==> config.mk <==
export PLATFORM = sky130hd
export DESIGN_NAME = gated_frac_clkdiv
export DESIGN_NICKNAME = d
export VERILOG_FILES = /design/src/rtl/gfd_pkg.sv /design/src/rtl/gfd_ctrl.sv /design/src/rtl/gfd_datapath.sv /design/src/rtl/gated_frac_clkdiv.sv
export SDC_FILE = /design/constraint.sdc
export NUM_CORES = 1
export LEC_CHECK = 0
export BUFFER_PORTS_ARGS = -buffer_cell sky130_fd_sc_hd__buf_2
export CAP_MARGIN = 20
export CORE_MARGIN = 8
export CORE_UTILIZATION = 35
export DETAILED_ROUTE_END_ITERATION = 8
export SYNTH_ARGS = -nofsm -noshare
export SYNTH_HDL_FRONTEND = slang
export SYNTH_SLANG_ARGS = --single-unit
==> constraint.sdc <==
create_clock -name clk -period 2.5 [get_ports clk]
set_input_delay 0.5 -clock clk [delete_from_list [all_inputs] [get_ports clk]]
set_output_delay 0.5 -clock clk [all_outputs]
set_load 0.03 [all_outputs]
==> src/rtl/gfd_pkg.sv <==
package gfd_pkg;
  localparam int DIV_W = 24;
  localparam int POINT = 12;

  typedef struct packed {
    logic reload;   // gate closed: restart and sample settings
    logic advance;  // a selected parent tick counted while gated on
    logic wrap;     // the tick that completes an output period
  } gfdStrobe_t;
endpackage

==> src/rtl/gfd_ctrl.sv <==
module gfd_ctrl
  import gfd_pkg::*;
#(
  parameter int LEN_W = 5
) (
  input  logic             clk,
  input  logic             rstN,
  input  logic             gateEn,
  input  logic             parentTick,
  input  logic [LEN_W-1:0] curLen,
  output gfdStrobe_t       strb,
  output logic [LEN_W-1:0] cnt
);
  logic [LEN_W-1:0] cntInc;

  assign cntInc = LEN_W'(cnt + LEN_W'(1));

  always_comb begin
    strb.reload  = !gateEn;
    strb.advance = gateEn && parentTick;
    strb.wrap    = strb.advance && (cntInc == curLen);
  end

  always_ff @(posedge clk) begin
    if (!rstN) begin
      cnt <= '0;
    end else if (strb.reload || strb.wrap) begin
      cnt <= '0;
    end else if (strb.advance) begin
      cnt <= cntInc;
    end
  end
endmodule

==> src/rtl/gfd_datapath.sv <==
module gfd_datapath
  import gfd_pkg::*;
#(
  parameter int NUM_SRC   = 10,
  parameter int SEL_W     = 4,
  parameter int INT_BITS  = 4,
  parameter int FRAC_BITS = 8,
  parameter int LEN_W     = 5
) (
  input  logic               clk,
  input  logic               rstN,
  input  logic [SEL_W-1:0]   srcSel,
  input  logic [DIV_W-1:0]   divisor,
  input  logic [NUM_SRC-1:0] srcTick,
  input  gfdStrobe_t         strb,
  output logic               parentTick,
  output logic [SEL_W-1:0]   activeSel,
  output logic [LEN_W-1:0]   curLen,
  output logic               outTick
);
  logic [LEN_W-1:0] intEff;
  logic             carry;
  logic             unusedInputs;

  assign unusedInputs = ^{divisor, srcTick[0]};

  // Parent multiplexer: index 0 and out-of-range indices read as ground.
  always_comb begin
    parentTick = 1'b0;
    for (int i = 1; i < NUM_SRC; i++) begin
      if (activeSel == SEL_W'(i)) parentTick = srcTick[i];
    end
  end

  // Integer part, clamped so that 0 and 1 both divide by one.
  generate
    if (INT_BITS > 0) begin : gInt
      logic [INT_BITS-1:0] intField;
      assign intField = divisor[POINT +: INT_BITS];
      assign intEff   = (intField <= INT_BITS'(1)) ? LEN_W'(1) : LEN_W'(intField);
    end else begin : gNoInt
      assign intEff = LEN_W'(1);
    end
  endgenerate

  // First-order fraction accumulator, one add per output period.
  generate
    if (FRAC_BITS > 0) begin : gFrac
      logic [FRAC_BITS-1:0] fracField;
      logic [FRAC_BITS-1:0] acc;
      logic [FRAC_BITS:0]   accSum;
      assign fracField = divisor[POINT-FRAC_BITS +: FRAC_BITS];
      assign accSum    = {1'b0, acc} + {1'b0, fracField};
      assign carry     = strb.reload ? 1'b0 : accSum[FRAC_BITS];
      always_ff @(posedge clk) begin
        if (!rstN) begin
          acc <= '0;
        end else if (strb.reload) begin
          acc <= fracField;
        end else if (strb.wrap) begin
          acc <= accSum[FRAC_BITS-1:0];
        end
      end
    end else begin : gNoFrac
      assign carry = 1'b0;
    end
  endgenerate

  // Settings enter only with the gate closed or at a period boundary.
  always_ff @(posedge clk) begin
    if (!rstN) begin
      activeSel <= '0;
      curLen    <= LEN_W'(1);
      outTick   <= 1'b0;
    end else begin
      if (strb.reload || strb.wrap) begin
        activeSel <= srcSel;
        curLen    <= LEN_W'(intEff + LEN_W'(carry));
      end
      outTick <= strb.wrap;
    end
  end
endmodule

==> src/rtl/gated_frac_clkdiv.sv <==
module gated_frac_clkdiv
  import gfd_pkg::*;
#(
  parameter int NUM_SRC   = 10,
  parameter int INT_BITS  = 4,
  parameter int FRAC_BITS = 8
) (
  input  logic                       clk,
  input  logic                       rstN,
  input  logic                       gateEn,
  input  logic [$clog2(NUM_SRC)-1:0] srcSel,
  input  logic [DIV_W-1:0]           divisor,
  input  logic [NUM_SRC-1:0]         srcTick,
  output logic                       outTick
);
  localparam int SEL_W   = $clog2(NUM_SRC);
  localparam int LEN_W   = ((INT_BITS > 0) ? INT_BITS : 1) + 1;
  localparam int MAX_LEN = ((INT_BITS > 0) ? ((1 << INT_BITS) - 1) : 1) + 1;

  gfdStrobe_t       strb;
  logic [LEN_W-1:0] cnt;
  logic [LEN_W-1:0] curLen;
  logic [SEL_W-1:0] activeSel;
  logic             parentTick;

  gfd_ctrl #(.LEN_W(LEN_W)) uCtrl (
    .clk        (clk),
    .rstN       (rstN),
    .gateEn     (gateEn),
    .parentTick (parentTick),
    .curLen     (curLen),
    .strb       (strb),
    .cnt        (cnt)
  );

  gfd_datapath #(
    .NUM_SRC   (NUM_SRC),
    .SEL_W     (SEL_W),
    .INT_BITS  (INT_BITS),
    .FRAC_BITS (FRAC_BITS),
    .LEN_W     (LEN_W)
  ) uPath (
    .clk        (clk),
    .rstN       (rstN),
    .srcSel     (srcSel),
    .divisor    (divisor),
    .srcTick    (srcTick),
    .strb       (strb),
    .parentTick (parentTick),
    .activeSel  (activeSel),
    .curLen     (curLen),
    .outTick    (outTick)
  );
endmodule

Word-level counts from Yosys, hierarchy flattened
Index checks and enable logic that the tools add are counted.
{"block": "totals", "ff_bits": 23, "output_inout_bits": 1}
{"block": "classes", "n_eq_ne": 11, "reduce_logical": 5, "order_cmp": 1, "bitwise_logic": 1, "n_addsub": 3, "mux": 13}
{"op": "equality test 4 x 3 -> 1 bit (second input constant)", "n": 4}
{"op": "2-to-1 mux 8 bit", "n": 2}
{"op": "2-to-1 mux 1 bit", "n": 10}
{"op": "adder 8 x 8 -> 9 bit", "n": 1}
{"op": "equality test 4 x 2 -> 1 bit (second input constant)", "n": 2}
{"op": "equality test 4 bit (second input constant)", "n": 2}
{"op": "adder 5 x 1 -> 5 bit", "n": 1}
{"op": "adder 5 x 1 -> 5 bit (second input constant)", "n": 1}
{"op": "equality test 5 bit", "n": 1}
{"op": "equality test 4 x 1 -> 1 bit (second input constant)", "n": 1}
{"op": "<= comparator 4 x 1 -> 1 bit (second input constant)", "n": 1}
{"op": "2-to-1 mux 4 bit", "n": 1}
{"op": "logical AND 1 bit", "n": 2}
{"op": "inequality test 2 x 1 -> 1 bit (second input constant)", "n": 1}
{"op": "OR reduction 2 bit", "n": 1}
{"op": "logical NOT 1 bit", "n": 1}
{"op": "logical OR 1 bit", "n": 1}
{"op": "NOT 1 bit", "n": 1}

Depth between registers and ports, before layout
Gate-level depths: netlist (run 1).
{"block": "depth", "depth_word": 14, "mapped_depth": 12, "mapped_depth_nobuf": 12}

Modules after synthesis
From an unflattened synthesis (run 1), not the netlist that was laid out.
{"block": "hier_totals", "hier_cells": 183, "hier_area_um2": 1560.2}
{"module": "gfd_datapath", "instances": 1, "seq_area_each_um2": 360.3, "cells_each": 145, "area_per_inst_um2": 1214.9}
{"module": "gfd_ctrl", "instances": 1, "seq_area_each_um2": 100.1, "cells_each": 38, "area_per_inst_um2": 345.3}

Least setup slack after synthesis (run 1)
No wires, ideal clock.
{"block": "synth_path", "path_type": "input -> register", "from": "in divisor[4]", "to": "reg uPath.curLen[2]", "required_ps": 2381, "n_path_buf": 0, "path_slack_ps": -148, "t_arrival_ps": 2528, "path_stages": 12, "cell_sequence": "ha_1 > fa_1 > a211oi_1 > o21bai_1 > a21oi_1 > o21ai_0 > o211a_1 > ha_1 > ha_1 > xor2_1 > nand2_1 > mux2i_1"}
{"block": "synth_via", "elab_chain_cells": 3}
{"element": "from (decl)", "line_no": "gated_frac_clkdiv.sv:12", "rtl": "input logic [DIV_W-1:0] divisor,"}
{"element": "adder 8 x 8 -> 9 bit", "line_no": "gfd_datapath.sv:53", "rtl": "assign accSum = {1'b0, acc} + {1'b0, fracField};"}
{"element": "2-to-1 mux 1 bit", "line_no": "gfd_datapath.sv:54", "rtl": "assign carry = strb.reload ? 1'b0 : accSum[FRAC_BITS];"}
{"element": "adder 5 x 1 -> 5 bit", "line_no": "gfd_datapath.sv:78", "rtl": "curLen <= LEN_W'(intEff + LEN_W'(carry));"}
{"element": "to (signal assigned)", "line_no": "gfd_datapath.sv:78"}
{"element": "to (decl)", "line_no": "gfd_datapath.sv:18", "rtl": "output logic [LEN_W-1:0] curLen,"}
Every way passes these cells.
A chain may end at the register's enable or synchronous reset.

Worst setup path after layout (run 1)
Ends and elaborated chain as after synthesis.

==> results_dict.tcl, run 1 <==
set metrics [dict create \
    status "finished, final reports clean" \
    maxSlewViolCount 0 \
    final_util_pct 43.7 \
    vias 1449 \
    worst-setup-path-type "in2reg" \
    critPathLaunchType "input pin" \
    cts_hold_buf 0 \
    hold_viol_final 0 \
    timing.fmax_mhz 423 \
    clk_pin_slew_worst_paths_ns 0.08 \
    hp-start "uPath.gFrac.acc[5]" \
    r2r_slack_ns 0.15 \
    ys_seq_area_share_pct 27.1 \
    instances_no_fill 284 \
    core_area_um2 4690 \
    wl_per_cell_um 12.1 \
    vdd_ir_drop_max_v 0.000163 \
    clkLatencyLatePin_ns 0.26 \
    holdPathStages 2 \
    cts_max_path_buffers 2 \
    drive_gt1_share_pct 27.4 \
    portBuffers 28 \
    syn2layout_area_growth_pct 20.4 \
    hold-path-endpoint "uPath.gFrac.acc[5]" \
    max-cap-violations 0 \
    syn_avg_cell_area_um2 8.77 \
    htreeDepth 1 \
    detail_route.vias_per_cell 5.10 \
    fp.dieW_um 85.7 \
    antenna_found_initial 0 \
    start_util_pct 36.3 \
    fin_crit_ns 2.37 \
    synth-seq-cells 23 \
    tightest_slew_ns 0.631 \
    arrival_ns 2.57 \
    drcViolationCount 0 \
    drt-total-wl_um 3430 \
    gp_congestion 0.750 \
    slew_headroom_pct 57.9 \
    die_area_um2 7350 \
    path_max_fanout 2 \
    regToRegEndpoint "uPath.curLen[2]" \
    cp.required_ns 2.70 \
    root_buffer "clkbuf_8" \
    post-route-period-util_pct 94.6 \
    crit-reg2reg-launch "uPath.gFrac.acc[0]" \
    grtUsageTotal_pct 9.15 \
    numCtsBuffers 3 \
    ioPinCount 42 \
    synthFlopType "dfxtp_1" \
    hold_ws_ns 0.467 \
    detail_route.first_pass.iterations 4 \
    synth-async-reset-ratio_pct 0 \
    grt_max_degree 40 \
    cts_tree "built" \
    synth_nets 247 \
    cp-end-kind "flop" \
    placed_area_um2 1960 \
    die-height_um 85.7 \
    grt_pass1_wl_um 5680 \
    yosys_warnings 0 \
    p_leak_nw 0.944 \
    rows 25 \
    finalSetupViolCount 0 \
    final_nets 284 \
    synthDistinctLibCells 48 \
    min_path_type "reg2reg" \
    drt_iter0_drc 26 \
    gr-total-overflow 0 \
    grt_pass1_vias 1385 \
    fin_area_um2 2050 \
    dp.cells 279 \
    syn_inst 194 \
    synth_edf_count 0 \
    antenna_cells 0 \
    syn_area_um2 1700 \
    power_density_nw_per_um2 510 \
    reg2regPathDepth 12 \
    cts_sinks 23 \
    clock_skew_ns 0.00431 \
    dpl.hpwl_um 2630 \
    ant_nets 0 \
]
==> power by group <==
| group | internal (mW) | total [mW] | leakage [nW] | switching [mW] |
|---|---|---|---|---|
| registers | 0.400 | 0.425 | 0.189 | 0.0249 |
| logic | 0.203 | 0.391 | 0.732 | 0.188 |
| clock network | 0.114 | 0.229 | 0.0228 | 0.116 |
==> worst max path at each step <==
stage                          start              end  cells after the start
after global routing      divisor[4]  uPath.curLen[2]                     13
after CTS                 divisor[4]  uPath.curLen[2]                     13
after global placement    divisor[4]  uPath.curLen[2]                     13
final                     divisor[4]  uPath.curLen[2]                     13
after floorplan           divisor[4]  uPath.curLen[2]                     12
after detailed placement  divisor[4]  uPath.curLen[2]                     13
==> sequential cells by signal, indices dropped and copies added, names as in the netlist <==
signal / flops
uPath.outTick: 1
uPath.activeSel: 4
uPath.gFrac.acc: 8
uCtrl.cnt: 5
uPath.curLen: 5
==> cell usage after synthesis (all sizes together) (2+ instances only) <==
library cell | n | share of area (%)
a21o | 2 | 0.88
o211a | 3 | 1.8
ha | 11 | 8.1
nor2b | 2 | 0.74
o21a | 3 | 1.4
a211oi | 4 | 1.8
nor3 | 5 | 1.5
xnor2 | 9 | 4.6
buf | 4 | 2.2
and2 | 2 | 0.88
nand3b | 4 | 1.8
o21bai | 2 | 0.88
dfxtp | 23 | 27
inv | 5 | 1.1
mux2i | 21 | 12
nor2 | 7 | 1.5
nand3 | 5 | 1.5
o211ai | 2 | 1.2
o22ai | 2 | 0.74
nand2 | 31 | 6.8
and3 | 3 | 1.1
xor2 | 4 | 2.1
clkbuf | 7 | 1.5
a21oi | 4 | 1.2
o21ai | 9 | 2.6
mux2 | 3 | 2.0
or3b | 2 | 1.0
==> worst max-delay path, stage by stage <==
cell	delay, ns
buf_2	0.12
ha_4	0.16
fa_2	0.36
a211oi_2	0.26
o21bai_1	0.13
a21oi_1	0.14
o21ai_1	0.08
o211a_1	0.17
ha_4	0.19
ha_4	0.15
xor2_1	0.12
nand2_1	0.06
mux2i_1	0.13
==> timing repair <==
item                       4_1_cts  5_1_grt
resized for setup                0        6
setup endpoints to repair        0        3
buffers inserted                 0        1
==> placed cells by master, fill, tap and decap left out, types with 2 or more instances in the layout <==
cell type   n
o21ai_0     8
nor3_1      5
nand3_1     5
o22ai_1     2
a211oi_1    3
a21o_1      2
clkbuf_8    3
ha_1        8
nand3b_1    4
nor2b_1     2
buf_2      28
a21oi_1     4
nor2_1      7
nand2_1    31
dfxtp_1    22
mux2i_1    21
buf_4      15
xor2_1      4
o211a_1     3
mux2_2      2
xnor2_1     9
inv_1       5
o21a_1      2
ha_4        3
o21bai_1    2
and3_1      3
==> cell type report <==
type                       instances  area, um^2
sequential                        23         462
multi-input combinational        155        1200
clock buffer                       4        45.0
tap                               54        67.6
timing repair buffer              43         253
inverter                           5        18.8
fill                             476        2640
==> metal layers <==
metal | GRT usage, % | wire length (um)
met1 | 10.7 | 1610
met2 | 16.4 | 1690
met3 | 1.15 | 87
met4 | 3.82 | 37
met5 | 0 | 0
==> per-stage QoR <==
step                total power, mW  setup TNS [ns]  setup slack [ns]
floorplan                     0.709               0            0.0115
global placement              0.810          -0.720            -0.243
detailed placement            0.814          -0.741            -0.251
CTS                            1.05               0            0.0148
global route                   1.12         -0.0127           -0.0127
finish                         1.04               0             0.134
==> cell families (layout without fill, tap and decap cells) <==
group	Yosys count	count (layout)	synth area share [%]
flops	23	23	27.1
mux	25	25	15.7
xor+xnor	13	13	6.69
fa+ha+maj	12	12	9.26
buf+inv	16	52	4.85
compound gates	38	38	16.5
simple gates	67	67	19.9
(Power assumes the default switching activity.)
==> run 2: changes to the inputs <==
- GPL_TIMING_DRIVEN: unset -> 0
- clock period: 2.5 -> 2.4 ns (I/O delays scaled with it)
==> run 2 against run 1 <==
  * Sequential share of layout area rose by 0.21 points
  * Critical endpoint unchanged
  * Highest routed layer unchanged
  * Core utilization fell by 0.40 points
  * Clock-buffer cell count fell by 1
==> results_dict.tcl, run 2 (same netlist as run 1, synthesis figures left out) <==
set metrics [dict create \
    largest_reg_flops 8 \
    crit_buf_inv 0 \
    grt_pass1_vias 1330 \
    hold_ws_ns 0.445 \
    gr-total-overflow 0 \
    drcViolationCount 0 \
    rsz0062_at_grt "false" \
    max-cap-violations 0 \
    critPathLaunchType "flop" \
    fin_total_pwr_mw 1.10 \
    numCtsBuffers 3 \
    vias 1454 \
    largestRegisters "uPath.gFrac.acc: 8 flops, uCtrl.cnt: 5 flops, uPath.curLen: 5 flops" \
    top_usage_layer "met2" \
    status "finished, final reports clean" \
    final_nets 284 \
    met1_usage_pct 12.3 \
    die-height_um 85.7 \
    hold_viol_final 0 \
    timing.fmax_mhz 434 \
    grt_max_degree 15 \
    arrival_ns 2.52 \
    setup_slack_ns 0.0961 \
    cts_tree "built" \
    p_leak_nw 0.924 \
    clkLatencyLatePin_ns 0.27 \
    place_ws_ns -0.300 \
    clk_pin_slew_worst_paths_ns 0.09 \
    dpl.hpwl_um 2910 \
    grtUsageMet3_pct 2.29 \
    cpMostUsedCell "ha_4" \
    cp-end-kind "flop" \
    finalSetupViolCount 0 \
    cts_sinks 23 \
    wl_per_cell_um 13.3 \
    clock_skew_ns 0.00479 \
    tightest_slew_ns 0.550 \
    start_util_pct 36.3 \
    grtUsageTotal_pct 10.5 \
    multiInputGateArea_um2 1190 \
    fin_area_um2 2030 \
    root_buffer "clkbuf_8" \
    detail_route.first_pass.iterations 4 \
    worst-setup-path-type "reg2reg" \
    drive_gt1_share_pct 24.8 \
    maxSlewViolCount 0 \
    slew_headroom_pct 63.4 \
    worstPathCellList "ha_4, fa_2, a211oi_2, o21bai_1, a21oi_1, o21ai_1, o211a_1, ha_2, ha_4, xor2_1, nand2_1, mux2i_1" \
    final_util_pct 43.3 \
    rows 25 \
    gp_congestion 0.762 \
    path_max_fanout 3 \
    dp.cells 274 \
    syn2layout_area_growth_pct 19.3 \
    final_cell_mix "31 x nand2_1, 26 x buf_2, 22 x dfxtp_1, 21 x mux2i_1, 9 x xnor2_1" \
    ioPinCount 42 \
    drt_iter0_drc 60 \
    antenna_cells 0 \
    core_area_um2 4690 \
    setup_tns_ns 0 \
    fillers 472 \
    portBuffers 26 \
    instances_no_fill 284 \
    critical-path-top-delay-family "adder cells" \
    fp.dieW_um 85.7 \
    placed_area_um2 1920 \
    fin_crit_ns 2.30 \
    met2_usage_pct 18.2 \
    layout.cells.most_common "nand2_1" \
    max_stage_delay_ns 0.35 \
    slowest_stage "fa_2" \
    die_area_um2 7350 \
    antenna_found_initial 0 \
    grt_pass1_wl_um 6280 \
    htreeDepth 1 \
    top_register "uPath.gFrac.acc" \
    vdd_ir_drop_max_v 0.000193 \
    post-route-period-util_pct 96.0 \
    cts_max_path_buffers 2 \
    ant_nets 0 \
    cp.required_ns 2.61 \
    power_density_nw_per_um2 540 \
    min_path_type "in2reg" \
    seq_area_um2 462 \
    drt-total-wl_um 3770 \
    detail_route.vias_per_cell 5.12 \
    cts_hold_buf 0 \
]
[run 2: report_power, final]
group | total (mW) | switching (mW) | internal (mW) | leakage, nW
Combinational | 0.397 | 0.198 | 0.199 | 0.713
Clock | 0.257 | 0.139 | 0.118 | 0.0217
Sequential | 0.443 | 0.0260 | 0.417 | 0.189
Total | 1.10 | 0.363 | 0.734 | 0.924
[run 2: cell type report]
class | count | area share (%)
clock buffer | 3 | 2.03
clock inverter | 1 | 0.370
timing repair buffer | 32 | 8.63
buffer | 11 | 3.20
multi-input combinational | 155 | 58.8
inverter | 5 | 0.924
sequential | 23 | 22.7
tap | 54 | 3.33
[run 2: metal layers]
metal / part of all wire (%) / up-vias / wire, um
met5: 0 / - / 0
met2: 46 / 20 / 1750
met1: 48 / 662 / 1820
met4: 1.4 / 0 / 52
li1: - / 767 / -
met3: 3.9 / 5 / 148
[run 2: worst min-delay path: stages]
cell and delay (ns):
buf_2 0.10, nand2_1 0.04, mux2i_1 0.05
[run 2: final timing paths]
path	slack (ns)	end	startpoint	cells past startpoint
setup / recovery	0.1	uPath.curLen[2]	uPath.gFrac.acc[0]	12
hold reg to reg	0.47	uPath.gFrac.acc[6]	uPath.gFrac.acc[6]	2
setup reg to reg	0.1	uPath.curLen[2]	uPath.gFrac.acc[0]	12
hold / removal	0.44	uPath.activeSel[2]	srcSel[2]	3
[run 2: what timing repair did]
action	CTS	global route
gates resized for setup	1	3
pin swaps	3	2
setup buffers	6	0
setup endpoints to repair	2	5
